### config.mk
export PLATFORM = sky130hd
export DESIGN_NAME = prbs_gen_tx
export DESIGN_NICKNAME = d
export VERILOG_FILES = /design/src/rtl/prbs_pkg.sv /design/src/rtl/prbs_edge_det.sv /design/src/rtl/prbs_lfsr.sv /design/src/rtl/prbs_zero_guard.sv /design/src/rtl/prbs_gen_tx.sv
export SDC_FILE = /design/constraint.sdc
export NUM_CORES = 1
export LEC_CHECK = 0
export BUFFER_PORTS_ARGS = -buffer_cell sky130_fd_sc_hd__buf_2
export CORE_ASPECT_RATIO = 1.5
export CORE_UTILIZATION = 55
export DETAILED_ROUTE_END_ITERATION = 6
export GPL_ROUTABILITY_DRIVEN = 0
export PLACE_DENSITY = 0.8
export SYNTH_ARGS = -nofsm -noshare
export SYNTH_HDL_FRONTEND = slang
export SYNTH_SLANG_ARGS = --single-unit
### constraint.sdc
create_clock -name clk -period 1.9 [get_ports clk]
set_input_delay 0.285 -clock clk [delete_from_list [all_inputs] [get_ports clk]]
set_output_delay 0.285 -clock clk [all_outputs]
set_load 0.01 [all_outputs]
### src/rtl/prbs_pkg.sv
package prbs_pkg;
    localparam int unsigned PRBS_W  = 20;
    localparam int unsigned PRBS_IW = $clog2(PRBS_W);

    typedef enum logic [1:0] {ST_IDLE, ST_RUN, ST_HALT} gen_state_t;

    localparam logic [2:0] SEL_P7   = 3'b000;
    localparam logic [2:0] SEL_P11  = 3'b001;
    localparam logic [2:0] SEL_P15  = 3'b010;
    localparam logic [2:0] SEL_QRSS = 3'b011;
    localparam logic [2:0] SEL_P9   = 3'b111;

    function automatic logic sel_supported(input logic [2:0] s);
        return (s == SEL_P7) || (s == SEL_P11) || (s == SEL_P15) ||
               (s == SEL_QRSS) || (s == SEL_P9);
    endfunction

    // index of the oldest history bit used (degree - 1)
    function automatic logic [PRBS_IW-1:0] sel_hi(input logic [2:0] s);
        case (s)
            SEL_P7:   return PRBS_IW'(6);
            SEL_P9:   return PRBS_IW'(8);
            SEL_P11:  return PRBS_IW'(10);
            SEL_P15:  return PRBS_IW'(14);
            SEL_QRSS: return PRBS_IW'(19);
            default:  return '0;
        endcase
    endfunction

    // index of the inner feedback tap (tap - 1)
    function automatic logic [PRBS_IW-1:0] sel_tp(input logic [2:0] s);
        case (s)
            SEL_P7:   return PRBS_IW'(5);
            SEL_P9:   return PRBS_IW'(4);
            SEL_P11:  return PRBS_IW'(8);
            SEL_P15:  return PRBS_IW'(13);
            SEL_QRSS: return PRBS_IW'(16);
            default:  return '0;
        endcase
    endfunction
endpackage

### src/rtl/prbs_edge_det.sv
module prbs_edge_det (
    input  logic clk,
    input  logic rst_n,
    input  logic sig_in,
    output logic rise
);
    logic sig_q;

    always_ff @(posedge clk) begin
        if (!rst_n) sig_q <= 1'b0;
        else        sig_q <= sig_in;
    end

    assign rise = sig_in && !sig_q;

    AST_RISE_ONCE: assert property (@(posedge clk) disable iff (!rst_n)
        rise |=> !rise) else $error("load edge seen twice in a row");
endmodule

### src/rtl/prbs_lfsr.sv
module prbs_lfsr
    import prbs_pkg::*;
(
    input  logic       clk,
    input  logic       rst_n,
    input  logic       seed,
    input  logic       adv,
    input  logic [2:0] mode,
    output logic       fb
);
    logic [PRBS_W-1:0]  r;
    logic [PRBS_W-1:0]  live_mask;
    logic [PRBS_IW-1:0] hi_idx, tp_idx;

    assign hi_idx = sel_hi(mode);
    assign tp_idx = sel_tp(mode);
    assign fb     = r[hi_idx] ^ r[tp_idx];

    always_ff @(posedge clk) begin
        if (!rst_n || seed) r <= '1;
        else if (adv)       r <= {r[PRBS_W-2:0], fb};
    end

    // bits that belong to the active recurrence
    for (genvar i = 0; i < PRBS_W; i++) begin : g_mask
        assign live_mask[i] = (PRBS_IW'(i) <= hi_idx);
    end

    AST_NO_LOCKUP: assert property (@(posedge clk) disable iff (!rst_n)
        (r & live_mask) != '0) else $error("register locked at zero");
    AST_SEED_ONES: assert property (@(posedge clk) disable iff (!rst_n)
        seed |=> (r == '1)) else $error("seed not all ones");
endmodule

### src/rtl/prbs_zero_guard.sv
module prbs_zero_guard #(
    parameter int unsigned ZERO_LIMIT = 14
) (
    input  logic clk,
    input  logic rst_n,
    input  logic clr,
    input  logic adv,
    input  logic qrss,
    input  logic raw,
    output logic guarded
);
    localparam int unsigned CW = $clog2(ZERO_LIMIT + 1);
    localparam logic [CW-1:0] LIM = CW'(ZERO_LIMIT);

    logic [CW-1:0] zcnt;

    assign guarded = raw || (qrss && (zcnt == LIM));

    always_ff @(posedge clk) begin
        if (!rst_n || clr)  zcnt <= '0;
        else if (adv) begin
            if (guarded)            zcnt <= '0;
            else if (zcnt != LIM)   zcnt <= zcnt + 1'b1;
        end
    end

    AST_ZERO_CAP: assert property (@(posedge clk) disable iff (!rst_n)
        zcnt <= LIM) else $error("zero run counter overflow");
    AST_RUN_BREAK: assert property (@(posedge clk) disable iff (!rst_n)
        (qrss && adv && zcnt == LIM) |=> (zcnt == '0)) else $error("zero run not broken");
endmodule

### src/rtl/prbs_gen_tx.sv
module prbs_gen_tx
    import prbs_pkg::*;
#(
    parameter int unsigned ZERO_LIMIT = 14
) (
    input  logic       clk,
    input  logic       rst_n,
    input  logic       step,
    input  logic       load,
    input  logic [2:0] pat_sel,
    input  logic       tx_inv,
    output logic       bit_out,
    output logic       bit_vld
);
    gen_state_t state_q, state_d;
    logic [2:0] mode_q;
    logic       load_rise, adv, raw_bit, guard_bit, is_qrss;

    prbs_edge_det u_edge (
        .clk    (clk),
        .rst_n  (rst_n),
        .sig_in (load),
        .rise   (load_rise)
    );

    // next-state logic
    always_comb begin
        state_d = state_q;
        unique case (state_q)
            ST_IDLE: if (load_rise) state_d = sel_supported(pat_sel) ? ST_RUN : ST_HALT;
            ST_RUN:  if (load_rise) state_d = sel_supported(pat_sel) ? ST_RUN : ST_HALT;
            ST_HALT: if (load_rise) state_d = sel_supported(pat_sel) ? ST_RUN : ST_HALT;
            default: state_d = ST_IDLE;
        endcase
    end

    // state register with committed mode
    always_ff @(posedge clk) begin
        if (!rst_n) begin
            state_q <= ST_IDLE;
            mode_q  <= SEL_P7;
        end else begin
            state_q <= state_d;
            if (load_rise) mode_q <= pat_sel;
        end
    end

    assign adv     = step && (state_q == ST_RUN) && !load_rise;
    assign is_qrss = (mode_q == SEL_QRSS);

    prbs_lfsr u_lfsr (
        .clk   (clk),
        .rst_n (rst_n),
        .seed  (load_rise),
        .adv   (adv),
        .mode  (mode_q),
        .fb    (raw_bit)
    );

    prbs_zero_guard #(.ZERO_LIMIT(ZERO_LIMIT)) u_guard (
        .clk     (clk),
        .rst_n   (rst_n),
        .clr     (load_rise),
        .adv     (adv),
        .qrss    (is_qrss),
        .raw     (raw_bit),
        .guarded (guard_bit)
    );

    // output register
    always_ff @(posedge clk) begin
        if (!rst_n || load_rise) begin
            bit_out <= 1'b0;
            bit_vld <= 1'b0;
        end else if (adv) begin
            bit_out <= guard_bit ^ tx_inv;
            bit_vld <= 1'b1;
        end else begin
            bit_vld <= 1'b0;
        end
    end

    AST_VLD_AFTER_STEP: assert property (@(posedge clk) disable iff (!rst_n)
        bit_vld |-> $past(step)) else $error("valid without strobe");
    AST_HOLD_BIT: assert property (@(posedge clk) disable iff (!rst_n)
        $past(!adv && !load_rise) |-> $stable(bit_out)) else $error("bit moved without strobe");
    AST_LOAD_CLEARS: assert property (@(posedge clk) disable iff (!rst_n)
        load_rise |=> (!bit_vld && !bit_out)) else $error("load did not clear outputs");
    AST_HALT_SILENT: assert property (@(posedge clk) disable iff (!rst_n)
        (state_q == ST_HALT) |-> (!bit_vld && !bit_out)) else $error("halt state emitting");
    AST_IDLE_SILENT: assert property (@(posedge clk) disable iff (!rst_n)
        (state_q == ST_IDLE) |-> !bit_vld) else $error("idle state emitting");
endmodule

== Yosys cells after proc, flatten, opt, wreduce, memory -nomap -nowiden ==
Index checks and enable logic that the tools add are counted.
Storage, ports and cells
  register bits: 32
  bits in latches: 0
  memory bits (writable): 0
  ROM bits: 0
  input bits: 8
  output and inout bits: 2
  logic and storage cells: 54
  memories: 0
Cells by class
  add/subtract/negate cells: 1
  multiply operators: 0
  div/mod/pow operators: 0
  $lt $le $gt $ge: 2
  equality and inequality tests: 12
  shift operators: 0
  mux-type cells: 10
  bitwise logic cells: 2
  reductions and logical operators: 20
Operator list (number)
  $pmux 5 s5: 2
  $eq 3x2->1 const B: 4
  $lt 5x6->1 const B: 2
  $bmux 1 s5: 2
  $mux 4: 2
  $eq 3x1->1 const B: 2
  $eq 3x3->1 const B: 2
  $logic_not 3->1: 2
  $logic_or 1x1->1: 6
  $add 4x1->4 const B: 1
  $eq 4x4->1 const B: 1
  $logic_and 1x1->1: 4
  $ne 4x4->1 const B: 1
  $reduce_and 2->1: 2
  $logic_not 1->1: 3
  $mux 1: 3
  $reduce_or 3->1: 1
  $eq 2x1->1 const B: 1
  $eq 2x2->1 const B: 1
  $logic_not 2->1: 1
  $mux 2: 1
  $reduce_bool 2->1: 1
  $xor 1x1->1: 2

== Longest topological paths before layout ==
Gate-level depths: netlist of run 1.
  word-level depth: 8
  depth in mapped cells: 7
  mapped depth without buffers: 7

== Modules after synthesis ==
A second synthesis of run 1 with hierarchy kept.
Second synthesis, totals
  cell total of the unflattened synthesis: 138
  area total of the unflattened synthesis: 1376.3 um^2
Modules (own cells, without submodules)
  prbs_lfsr: times used 1, cells each 78, area each 800.8 um^2, seq. area each 400.4 um^2
  prbs_gen_tx: times used 1, cells each 29, area each 289.0 um^2, seq. area each 140.1 um^2
  prbs_zero_guard: times used 1, cells each 28, area each 246.5 um^2, seq. area each 80.1 um^2
  prbs_edge_det: times used 1, cells each 3, area each 40.0 um^2, seq. area each 20.0 um^2

== Least setup slack after synthesis of run 1 ==
OpenSTA, ideal clock, no wires.
  path kind: register -> register
  from: reg mode_q[1]
  to: reg bit_out
  library setup time: 62 ps
  arrival: 1362 ps
  required time: 1838 ps
  path slack: 476 ps
  cell stages (with the launch flop): 6
  buffers on the path: 0
  period minus slack after synthesis: 1424 ps
  cell sequence: dfxtp_1 inv_1 o31ai_1 o21ai_2 or4_1 nand3_1
Between the ends
  word-level cells in the longest chain between the ends: 7
  elaborated cells between the ends (all ways): 15
  those cells by class: eq/ne: 4; mux: 6; bitwise: 2; reduce/logical: 3
RTL lines
  from (decl): line prbs_gen_tx.sv:16  | logic [2:0] mode_q;
  from (signal assigned): line prbs_gen_tx.sv:44  | if (load_rise) mode_q <= pat_sel;
  $eq 3x2->1, or another cell as far along: line prbs_pkg.sv:20, prbs_pkg.sv:32, prbs_gen_tx.sv:49
  $pmux 5 s5 (on tied branches): line prbs_pkg.sv:20, prbs_pkg.sv:32
  $bmux 1 s5: line prbs_lfsr.sv:17  | assign fb = r[hi_idx] ^ r[tp_idx];
  $mux 1 (implied by the code): line prbs_lfsr.sv:17
  $xor 1x1->1: line prbs_lfsr.sv:17
  $logic_or 1x1->1 (*): line prbs_zero_guard.sv:17  | assign guarded = raw || (qrss && (zcnt == LIM));
  $xor 1x1->1 (*): line prbs_gen_tx.sv:76  | bit_out <= guard_bit ^ tx_inv;
  to (signal assigned): line prbs_gen_tx.sv:76
  to (decl): line prbs_gen_tx.sv:12  | output logic bit_out,
Every way passes the cells marked *; elsewhere a longest branch is shown, timed or not. The select of a mux whose other input is x is not followed.
A chain may end at the register's enable or synchronous reset.

== Worst setup path in the final report of run 1 ==
Same ends and word-level chain as after synthesis.

==> results.md, run 1 <==
* Post-route minimum period at 1.59 ns
* Synthesis-to-layout area growth at 12.7%
* Clk Latency, worst-skew pair at about 0.34 ns
* Share of cells above drive strength 1 at between 10% and 20%
* Hold_buf cts at 0
* Ant diodes at 0
* DRT Wirelength at 2640 um
* Max frequency at 630 MHz
* Worst setup path endpoint: bit_out$_SDFFE_PP0P_
* Routed length per instance at approximately 13 um
* CP Max Fanout at 8
* WP data arrival at between 1.5 and 2 ns
* Total congestion overflow at 0
* Final hold violations at 0
* DRC at 0
* Starting density of the core at roughly three fifths
* Max cap viols at 0
* Slowest CP cell: or4_1
* CTS clk-pin slew, worst paths at ~0.10 ns
* Peak supply drop at 0.607 mV
* Via/cell ratio at just under 6
* R2R Setup Slk at approximately 0.31 ns
* Layout Skew at 0.0138 ns
* Cell count after synthesis at approximately 160
* Critical path endpoint category: flop
* Clock root cell: clkbuf_4
* Post-synthesis sequential area ratio at 46.9%
* Fillers at 192
* H-tree Lvls at 2
* CP peak stage delay at around 0.42 ns
* Multi-input logic area at 686 um^2
* Most frequent cells in the layout: nand2_1, dfxtp_1, nand3_1
* Min-delay worst type: in -> reg
* Die boundary width at around 43 um
* Row cnt at 21
* Clock buffer depth at 2
* Distinct cell type count after synthesis at 37
* ANT nets after route at 0
* Area leader, netlist: dfxtp_1
* Sink Count at 32
* Status: finished, final reports clean
* Pin count of the biggest net entering global routing at 20
* Tcrit/Tclk final at about 84%
* Syn_area_per_cell at roughly 8.3 um^2
* Leak at 0.702 nW
* Final Setup Violations at 0
* Top post-synthesis cells by area: dfxtp_1, nand2_1, nand3_1, xnor2_1, mux2i_1
* R2R depth at 5
* DRT Pass-1 Iters at 4
* Crit-path cells: inv_1 -> o31ai_1 -> o21ai_2 -> or4_1 -> nand3_1
* Syn Std Cell Area at around 0.0014 mm^2
* Initial antenna violation count at 0
* # resized after CTS at 0
* Nets at 187
* Worst-Margin Slew at about 0.37 ns
* Via count at 1158
* WP data required at between 2 and 2.5 ns
* Floorplan core area at roughly 0.0023 mm^2
* Vias in the first global route at around 1200
* Crit Reg-Reg Startpoint: mode_q[1]$_SDFFE_PN0P_
* DRT iter0 DRCs at 36
* Num ports at 10
* Fin Setup TNS at 0 ns
* Setup CP Type: reg -> reg
* Yosys top cell area share at between 40% and 50%
* Pwr/cell area at just under 900 mW/mm^2
* Final Util at between 60% and 70%
* Slew Limit Fails at 0
* Die Ht at 63.0 um
* TritonCTS Buffers at 5
* Worst Setup Start Kind: flop
* R2R Path End: bit_out$_SDFFE_PP0P_
* Total power at roughly 1.4 mW
* Syn Nets at ~170
* Most common cell after layout, fill and taps aside: nand2_1
* Seq cells post-synth at 32
* Setup bufs post-CTS at 0
* CTS tree: yes
* Max transition margin at between 70% and 80%
* Yosys warnings at 0
* Die area at 0.00269 mm^2
* Storage element area at about 640 um^2
* Post-DP HPWL at 1900 um
* RSZ-0062 raised after global routing: no
* I/O Buffers at 9
* Gr usage total at between 20% and 30%
* Crit. Startpoint: mode_q[1]$_SDFFE_PN0P_
* First-pass GRT wire length at about 4900 um
## critical path: cells and delay by family, from the launching register on
family | cells | cell delay (ns)
DFF | 1 | 0.41
AOI/OAI and AO/OA | 2 | 0.52
and+or+nand+nor | 2 | 0.51
buffers and inverters | 1 | 0.10
## stage by stage
step	std cells	hold WS (ns)	setup slack, ns	cell area (um^2)
floorplan	164	0.401	0.476	1370
global placement	193	0.449	0.380	1450
detailed placement	193	0.458	0.326	1450
CTS	201	0.157	0.309	1540
global route	201	0.182	0.193	1540
finish	201	0.169	0.313	1540
## kinds of logic (layout without fill, tap and decap cells)
group / Yosys count / after routing / share of synthesized area (%)
buffers and inverters: 10 / 24 / 2.93
muxes: 4 / 4 / 2.93
DFF: 32 / 32 / 46.9
adders and majority gates: 2 / 2 / 1.83
and+or+nand+nor: 95 / 95 / 34.2
AOI/OAI and AO/OA: 16 / 16 / 8.06
xor gates and xnor gates: 5 / 5 / 3.20
## cells in the mapped netlist, drive strengths merged
cell and number:
inv 2, a32oi 1, o31ai 1, or3 1, o21ai 2, a22oi 1, dfxtp 32, and3 1
nor2b 3, a21oi 3, and3b 1, o2111ai 1, a31oi 2, nor3b 1, or4 1, o211ai 1
and2 3, ha 2, nand2b 2, nor2 1, nand2 48, buf 4, mux2i 4, a21o 1
nand4b 1, and4 1, nand3 26, xnor2 5, nor4 1, nand4 2, o22ai 2, o32ai 1
clkbuf 4, nor3 1, and4b 1
## final cells by class
| type | instances | share of cell area [%] |
|---|---|---|
| Clock buffer | 7 | 4.22 |
| Clock inverter | 1 | 1.95 |
| Inverter | 2 | 0.487 |
| Multi-Input combinational cell | 122 | 44.5 |
| Sequential cell | 32 | 41.6 |
| Tap cell | 23 | 1.87 |
| Timing Repair Buffer | 14 | 5.36 |
## registers in the layout, summed over array words and instances (netlist names)
name and flops:
u_edge.sig_q 1, mode_q 3, bit_out 1, u_lfsr.r 20, state_q 2, u_guard.zcnt 4, bit_vld 1
## power by group
part	internal, mW	switching [mW]	leakage (nW)	total [mW]
sequential	0.687	0.0158	0.260	0.703
clock	0.349	0.224	0.0515	0.574
combinational	0.0438	0.0572	0.390	0.101
total	1.08	0.297	0.702	1.38
## how the worst min path moves through the flow
stage | depth (start not counted) | to | start
final | 2 | u_edge.sig_q$_SDFF_PN0_ | load
after global routing | 2 | u_edge.sig_q$_SDFF_PN0_ | load
after CTS | 2 | u_edge.sig_q$_SDFF_PN0_ | load
after detailed placement | 2 | u_lfsr.r[2]$_SDFFE_PP1P_ | u_lfsr.r[1]$_SDFFE_PP1P_
after global placement | 2 | u_lfsr.r[11]$_SDFFE_PP1P_ | u_lfsr.r[11]$_SDFFE_PP1P_
after floorplan | 2 | state_q[0]$_SDFFE_PN0P_ | rst_n
## routing by layer
layer	vias to the layer above	part of all wire (%)	GRT usage [%]
met3	6	3.1	6.94
met2	19	53	41.7
li1	591	-	-
met4	0	2.2	10.9
met1	542	42	25.3
met5	-	0	0
No activity file was read; power rests on OpenSTA's default activity.
==> run 2, diff against run 1 <==
==> constraint.sdc (replaced) <==
create_clock -name clk -period 1.52 [get_ports clk]
set_input_delay 0.228 -clock clk [delete_from_list [all_inputs] [get_ports clk]]
set_output_delay 0.228 -clock clk [all_outputs]
set_load 0.01 [all_outputs]
==> run 2 against run 1 <==
Net effect:
- critical path depth unchanged
- final cell count increased by 2.5%
- utilization increased by 1.5 points
- maximum frequency increased by 9.6%
- worst setup slack got worse by 0.24 ns
- register-to-register slack got worse by 0.24 ns
- flip-flop and latch count unchanged
- design area increased by 2.3%
- non-clock buffer count increased by 6
- highest routed layer unchanged
- sequential share of layout area decreased by 0.77 points
- largest power group unchanged
- critical path type unchanged
- combinational power increased by 37%
- clock skew increased by 0.00081 ns
==> results.md, run 2 (same netlist as run 1, synthesis figures left out) <==
* Max FFs per register at 20 (unchanged)
* Largest register by flop count: u_lfsr.r (unchanged)
* Worst Setup Start Kind: flop (unchanged)
* Critical path endpoint category: flop (unchanged)
* Via count at 1207 (was 1158)
* Placed insts at 199 (was 193)
* Worst-Margin Slew at 0.283 ns (was 0.369 ns)
* TritonCTS Buffers at 5 (unchanged)
* DRT iter0 DRCs at 35 (was 36)
* Status: finished, final reports clean (unchanged)
* Pin count of the biggest net entering global routing at 20 (unchanged)
* RSZ-0062 raised after global routing: no (unchanged)
* Most common cell after layout, fill and taps aside: nand2_1 (unchanged)
* DRT Pass-1 Iters at 4 (unchanged)
* CTS tree: yes (unchanged)
* Max frequency at 691 MHz (was 630 MHz)
* Sink Count at 32 (unchanged)
* Post-Place Worst Slack at 0.0526 ns (was 0.326 ns)
* Die area at 0.00269 mm^2 (unchanged)
* Storage element area at 643 um^2 (was 641 um^2)
* Floorplan core area at 0.00229 mm^2 (unchanged)
* R2R Path End: bit_out$_SDFFE_PP0P_ (unchanged)
* First-pass GRT wire length at 4660 um (was 4940 um)
* Num ports at 10 (unchanged)
* Row cnt at 21 (unchanged)
* Max transition margin at 81.0% (was 75.3%)
* Starting density of the core at 59.8% (unchanged)
* Fin Setup TNS at 0 ns (unchanged)
* Peak supply drop at 0.705 mV (was 0.607 mV)
* Clk Latency, worst-skew pair at 0.34 ns (about the same)
* DRC at 0 (unchanged)
* Post-DP HPWL at 1940 um (was 1900 um)
* Gr usage total at 22.4% (was 23.8%)
* I/O Buffers at 9 (unchanged)
* Max cap viols at 0 (unchanged)
* Ant diodes at 0 (unchanged)
* Final hold violations at 0 (unchanged)
* Slew Limit Fails at 0 (unchanged)
* Setup WS post-layout at 0.0723 ns (was 0.313 ns)
* DRT Wirelength at 2730 um (was 2640 um)
* Total congestion overflow at 0 (unchanged)
* Setup CP Type: reg -> reg (unchanged)
* Final Instance Area at 0.00158 mm^2 (was 0.00154 mm^2)
* Crit Reg-Reg Startpoint: mode_q[2]$_SDFFE_PN0P_ (was mode_q[1]$_SDFFE_PN0P_)
* Synthesis-to-layout area growth at 15.3% (was 12.7%)
* CP Max Fanout at 6 (was 8)
* Layout Skew at 0.0146 ns (was 0.0138 ns)
* Die Ht at 63.0 um (unchanged)
* ANT nets after route at 0 (unchanged)
* Worst setup path endpoint: bit_out$_SDFFE_PP0P_ (unchanged)
* R2R Setup Slk at 0.07 ns (was 0.31 ns)
* Min-delay worst type: in -> reg (unchanged)
* CTS clk-pin slew, worst paths at 0.10 ns (about the same)
* R2R depth at 5 (unchanged)
* Initial antenna violation count at 0 (unchanged)
* Hold_buf cts at 0 (unchanged)
* Placed instance area at 0.00149 mm^2 (was 0.00145 mm^2)
* H-tree Lvls at 2 (unchanged)
* Fillers at 191 (was 192)
* WP data arrival at 1.74 ns (was 1.87 ns)
* Via/cell ratio at 5.86 (was 5.76)
* Die boundary width at 42.7 um (unchanged)
* Clock buffer depth at 2 (unchanged)
* Leak at 0.721 nW (was 0.702 nW)
* Nets at 193 (was 187)
* Routed length per instance at 13.3 um (was 13.1 um)
* Regs by FF count: u_lfsr.r: 20 flops, u_guard.zcnt: 4 flops, mode_q: 3 flops (unchanged)
* Share of cells above drive strength 1 at 18.6% (was 13.5%)
* Crit. Startpoint: mode_q[2]$_SDFFE_PN0P_ (was mode_q[1]$_SDFFE_PN0P_)
* Non-Filler Instances at 206 (was 201)
* Clock root cell: clkbuf_4 (unchanged)
* Post-route minimum period at 1.45 ns (was 1.59 ns)
* Final Setup Violations at 0 (unchanged)
* Vias in the first global route at 1167 (was 1177)
* Tcrit/Tclk final at 95.2% (was 83.5%)
* Pwr/cell area at 990 mW/mm^2 (was 894 mW/mm^2)
* Total power at 1.56 mW (was 1.38 mW)
* Multi-input logic area at 703 um^2 (was 686 um^2)
* Most frequent cells in the layout: nand2_1, dfxtp_1, nand3_1 (unchanged)
* WP data required at 1.81 ns (was 2.19 ns)
[run 2: changes by cell type in the layout (fill, tap and decap cells not counted), sizes merged]
cell    delta
buf        +6
bufinv     -1
[run 2: report_power, final]
part           switching, mW  internal, mW
logic                 0.0760        0.0622
clock network          0.280         0.262
registers             0.0196         0.860
total                  0.375          1.18
[run 2: how the worst min path moves through the flow]
stage                                         start                         to  slack (ns)  cells past startpoint
after floorplan                               rst_n    state_q[0]$_SDFFE_PN0P_        0.34                      2
after global placement                         load    u_edge.sig_q$_SDFF_PN0_        0.45                      2
after detailed placement  u_lfsr.r[11]$_SDFFE_PP1P_  u_lfsr.r[11]$_SDFFE_PP1P_        0.45                      2
after CTS                                      load    u_edge.sig_q$_SDFF_PN0_         0.1                      2
after global routing                           load    u_edge.sig_q$_SDFF_PN0_        0.11                      2
final                                          load    u_edge.sig_q$_SDFF_PN0_        0.11                      2
[run 2: per-stage QoR]
step	hold slack (ns)	utilization, %
2_1_floorplan	0.344	-
3_3_place_gp	0.446	65.2
3_5_place_dp	0.453	65.2
4_1_cts	0.0994	68.0
5_1_grt	0.108	68.9
6_report	0.107	68.9
[run 2: cell type report]
class | instances | area share [%]
multi-input combinational | 122 | 44.6
clock buffer | 7 | 4.13
tap | 23 | 1.83
inverter | 2 | 0.477
timing repair buffer | 20 | 8.10
sequential | 32 | 40.8
[run 2: per-layer routing]
metal / vias to the layer above / part of all wire (%) / GRT usage [%]
met4: 0 / 2.1 / 10.5
li1: 603 / - / -
met2: 23 / 53 / 38.6
met5: - / 0 / 0
met1: 573 / 41 / 23.5
met3: 8 / 3.4 / 7.80
[run 2: worst max-delay path, cell delays in order (launching register included)]
cell and delay [ns]:
dfxtp_2 0.40, and3b_1 0.21, a32oi_1 0.21, o21ai_2 0.09, or4_1 0.41, nand3_1 0.09
[run 2: timing repair]
action | in CTS | in global routing
setup endpoints to repair | 0 | 5
gates resized for setup | 0 | 5
setup buffers | 0 | 0
==> run 3, diff against run 2 <==
--- a/config.mk
+++ b/config.mk
@@ -11,6 +11,7 @@
 export DETAILED_ROUTE_END_ITERATION = 6
 export GPL_ROUTABILITY_DRIVEN = 0
 export PLACE_DENSITY = 0.8
+export SETUP_SLACK_MARGIN = 0.2
 export SYNTH_ARGS = -nofsm -noshare
 export SYNTH_HDL_FRONTEND = slang
 export SYNTH_SLANG_ARGS = --single-unit
==> run 3 against run 2 <==
Net effect:
- sequential power hardly changed
- global-route usage is 0.80 points higher
- utilization is 5.2 points higher
- combinational power is 17% higher
- critical path depth stayed put
- hold slack better by 0.050 ns
- clock skew is 0.0045 ns higher
==> results.md, run 3 (same netlist as run 1, synthesis figures left out) <==
* Most common cell after layout, fill and taps aside: nand2_1 (unchanged)
* Worst setup path endpoint: bit_out$_SDFFE_PP0P_ (unchanged)
* Critical path endpoint category: flop (unchanged)
* DRT Wirelength at 2940 um (was 2730 um)
* Total congestion overflow at 0 (unchanged)
* Post-route minimum period at 1.43 ns (was 1.45 ns)
* Share of cells above drive strength 1 at 28.3% (was 18.6%)
* Fillers at 183 (was 191)
* Die area at 0.00269 mm^2 (unchanged)
* Gr usage total at 23.2% (was 22.4%)
* Placed instance area at 0.00153 mm^2 (was 0.00149 mm^2)
* CP Max Fanout at 2 (was 6)
* R2R Setup Slk at 0.09 ns (was 0.07 ns)
* Final Util at 74.1% (was 68.9%)
* Regs by FF count: u_lfsr.r: 20 flops, u_guard.zcnt: 4 flops, mode_q: 3 flops (unchanged)
* Sink Count at 32 (unchanged)
* Largest register by flop count: u_lfsr.r (unchanged)
* Clock root cell: clkbuf_4 (unchanged)
* M1 GR Usage at 25.8% (was 23.5%)
* Worst Setup Start Kind: flop (unchanged)
* Max transition margin at 80.8% (was 81.0%)
* Row cnt at 21 (unchanged)
* Synthesis-to-layout area growth at 24.0% (was 15.3%)
* Slew Limit Fails at 0 (unchanged)
* Tcrit/Tclk final at 94.4% (was 95.2%)
* Max FFs per register at 20 (unchanged)
* Fin Setup TNS at 0 ns (unchanged)
* DRC at 0 (unchanged)
* Pwr/cell area at 910 mW/mm^2 (was 990 mW/mm^2)
* DRT iter0 DRCs at 30 (was 35)
* Crit. Startpoint: u_lfsr.r[6]$_SDFFE_PP1P_ (was mode_q[2]$_SDFFE_PN0P_)
* Layout Skew at 0.0192 ns (was 0.0146 ns)
* CTS clk-pin slew, worst paths at 0.11 ns (was 0.10 ns)
* Ant diodes at 0 (unchanged)
* Non-Filler Instances at 207 (was 206)
* Worst-Margin Slew at 0.288 ns (was 0.283 ns)
* Post-DP HPWL at 1900 um (was 1940 um)
* R2R Path End: bit_out$_SDFFE_PP0P_ (unchanged)
* Leak at 0.747 nW (was 0.721 nW)
* Die Ht at 63.0 um (unchanged)
* Floorplan core area at 0.00229 mm^2 (unchanged)
* Hold_ws at 0.158 ns (was 0.107 ns)
* Die boundary width at 42.7 um (unchanged)
* WP data arrival at 1.71 ns (was 1.74 ns)
* Hold_buf cts at 0 (unchanged)
* Via/cell ratio at 5.81 (was 5.86)
* ANT nets after route at 0 (unchanged)
* Initial antenna violation count at 0 (unchanged)
* Most frequent cells in the layout: nand2_1, nand3_1, dfxtp_1 (was nand2_1, dfxtp_1, nand3_1)
* Min-delay worst type: in -> reg (unchanged)
* Via count at 1203 (was 1207)
* Final hold violations at 0 (unchanged)
* Max cap viols at 0 (unchanged)
* First-pass GRT wire length at 4880 um (was 4660 um)
* H-tree Lvls at 2 (unchanged)
* Crit Reg-Reg Startpoint: u_lfsr.r[6]$_SDFFE_PP1P_ (was mode_q[2]$_SDFFE_PN0P_)
* Routed length per instance at 14.2 um (was 13.3 um)
* I/O Buffers at 9 (unchanged)
* Met2 Track Usage GR at 40.3% (was 38.6%)
* Final Instance Area at 0.00169 mm^2 (was 0.00158 mm^2)
* Max frequency at 697 MHz (was 691 MHz)
* TritonCTS Buffers at 5 (unchanged)
* Met3 usage at 7.23% (was 7.80%)
* Setup WS post-layout at 0.0854 ns (was 0.0723 ns)
* Clk Latency, worst-skew pair at 0.33 ns (was 0.34 ns)
* DRT Pass-1 Iters at 4 (unchanged)
* Starting density of the core at 59.8% (unchanged)
* Status: finished, final reports clean (unchanged)
* RSZ-0062 raised after global routing: yes (was no)
* Pin count of the biggest net entering global routing at 20 (unchanged)
* WP data required at 1.80 ns (was 1.81 ns)
* Vias in the first global route at 1138 (was 1167)
* R2R depth at 5 (unchanged)
* Clock buffer depth at 2 (unchanged)
* Post-Place Worst Slack at 0.0987 ns (was 0.0526 ns)
* Placed insts at 197 (was 199)
* Top Usage Layer GRT: met2 (unchanged)
* Peak supply drop at 0.877 mV (was 0.705 mV)
* Nets at 193 (unchanged)
* Setup CP Type: reg -> reg (unchanged)
* Final Setup Violations at 0 (unchanged)
* CTS tree: yes (unchanged)
* Total power at 1.54 mW (was 1.56 mW)
* Num ports at 10 (unchanged)
## run 3: changes by cell type in the layout (fill, tap and decap cells not counted), sizes merged
cell	before	now
clkbuf	7	8
## run 3: power by group
| part | internal [mW] | switching, mW |
|---|---|---|
| Combinational | 0.0776 | 0.0838 |
| Sequential | 0.855 | 0.0219 |
| Clock | 0.228 | 0.276 |
| Total | 1.16 | 0.381 |
## run 3: metal layers
metal  vias to the layer above  part of all wire [%]
met1                       580                    43
met3                         2                   2.2
met5                         -                     0
li1                        605                     -
met4                         0                  0.34
met2                        16                    55
## run 3: worst max-delay path, cell delays in order, from the launching register on
cell     delay [ns]
dfxtp_4        0.37
xnor2_2        0.14
o32ai_2        0.28
o21ai_2        0.12
or4_1          0.40
nand3_1        0.08
## run 3: timing repair
item,4_1_cts,5_1_grt
endpoints found under the setup margin,22,20
pin swaps,3,6
gates resized for setup,9,16
setup buffers,1,1
## run 3: final cells by class
| class | instances | area (um^2) | area share (%) |
|---|---|---|---|
| inverter | 2 | 7.51 | 0.443 |
| sequential | 32 | 662 | 39.1 |
| clock buffer | 8 | 58.8 | 3.47 |
| tap | 23 | 28.8 | 1.70 |
| multi-input combinational | 122 | 793 | 46.8 |
| timing repair buffer | 20 | 144 | 8.49 |
## run 3: worst min path at each step
stage	to	slack (ns)	from	cells past startpoint
global placement	u_lfsr.r[19]$_SDFFE_PP1P_	0.45	u_lfsr.r[18]$_SDFFE_PP1P_	2
floorplan	state_q[0]$_SDFFE_PN0P_	0.34	rst_n	2
global route	u_edge.sig_q$_SDFF_PN0_	0.14	load	2
finish	u_edge.sig_q$_SDFF_PN0_	0.16	load	2
detailed placement	u_edge.sig_q$_SDFF_PN0_	0.46	load	2
CTS	u_edge.sig_q$_SDFF_PN0_	0.13	load	2
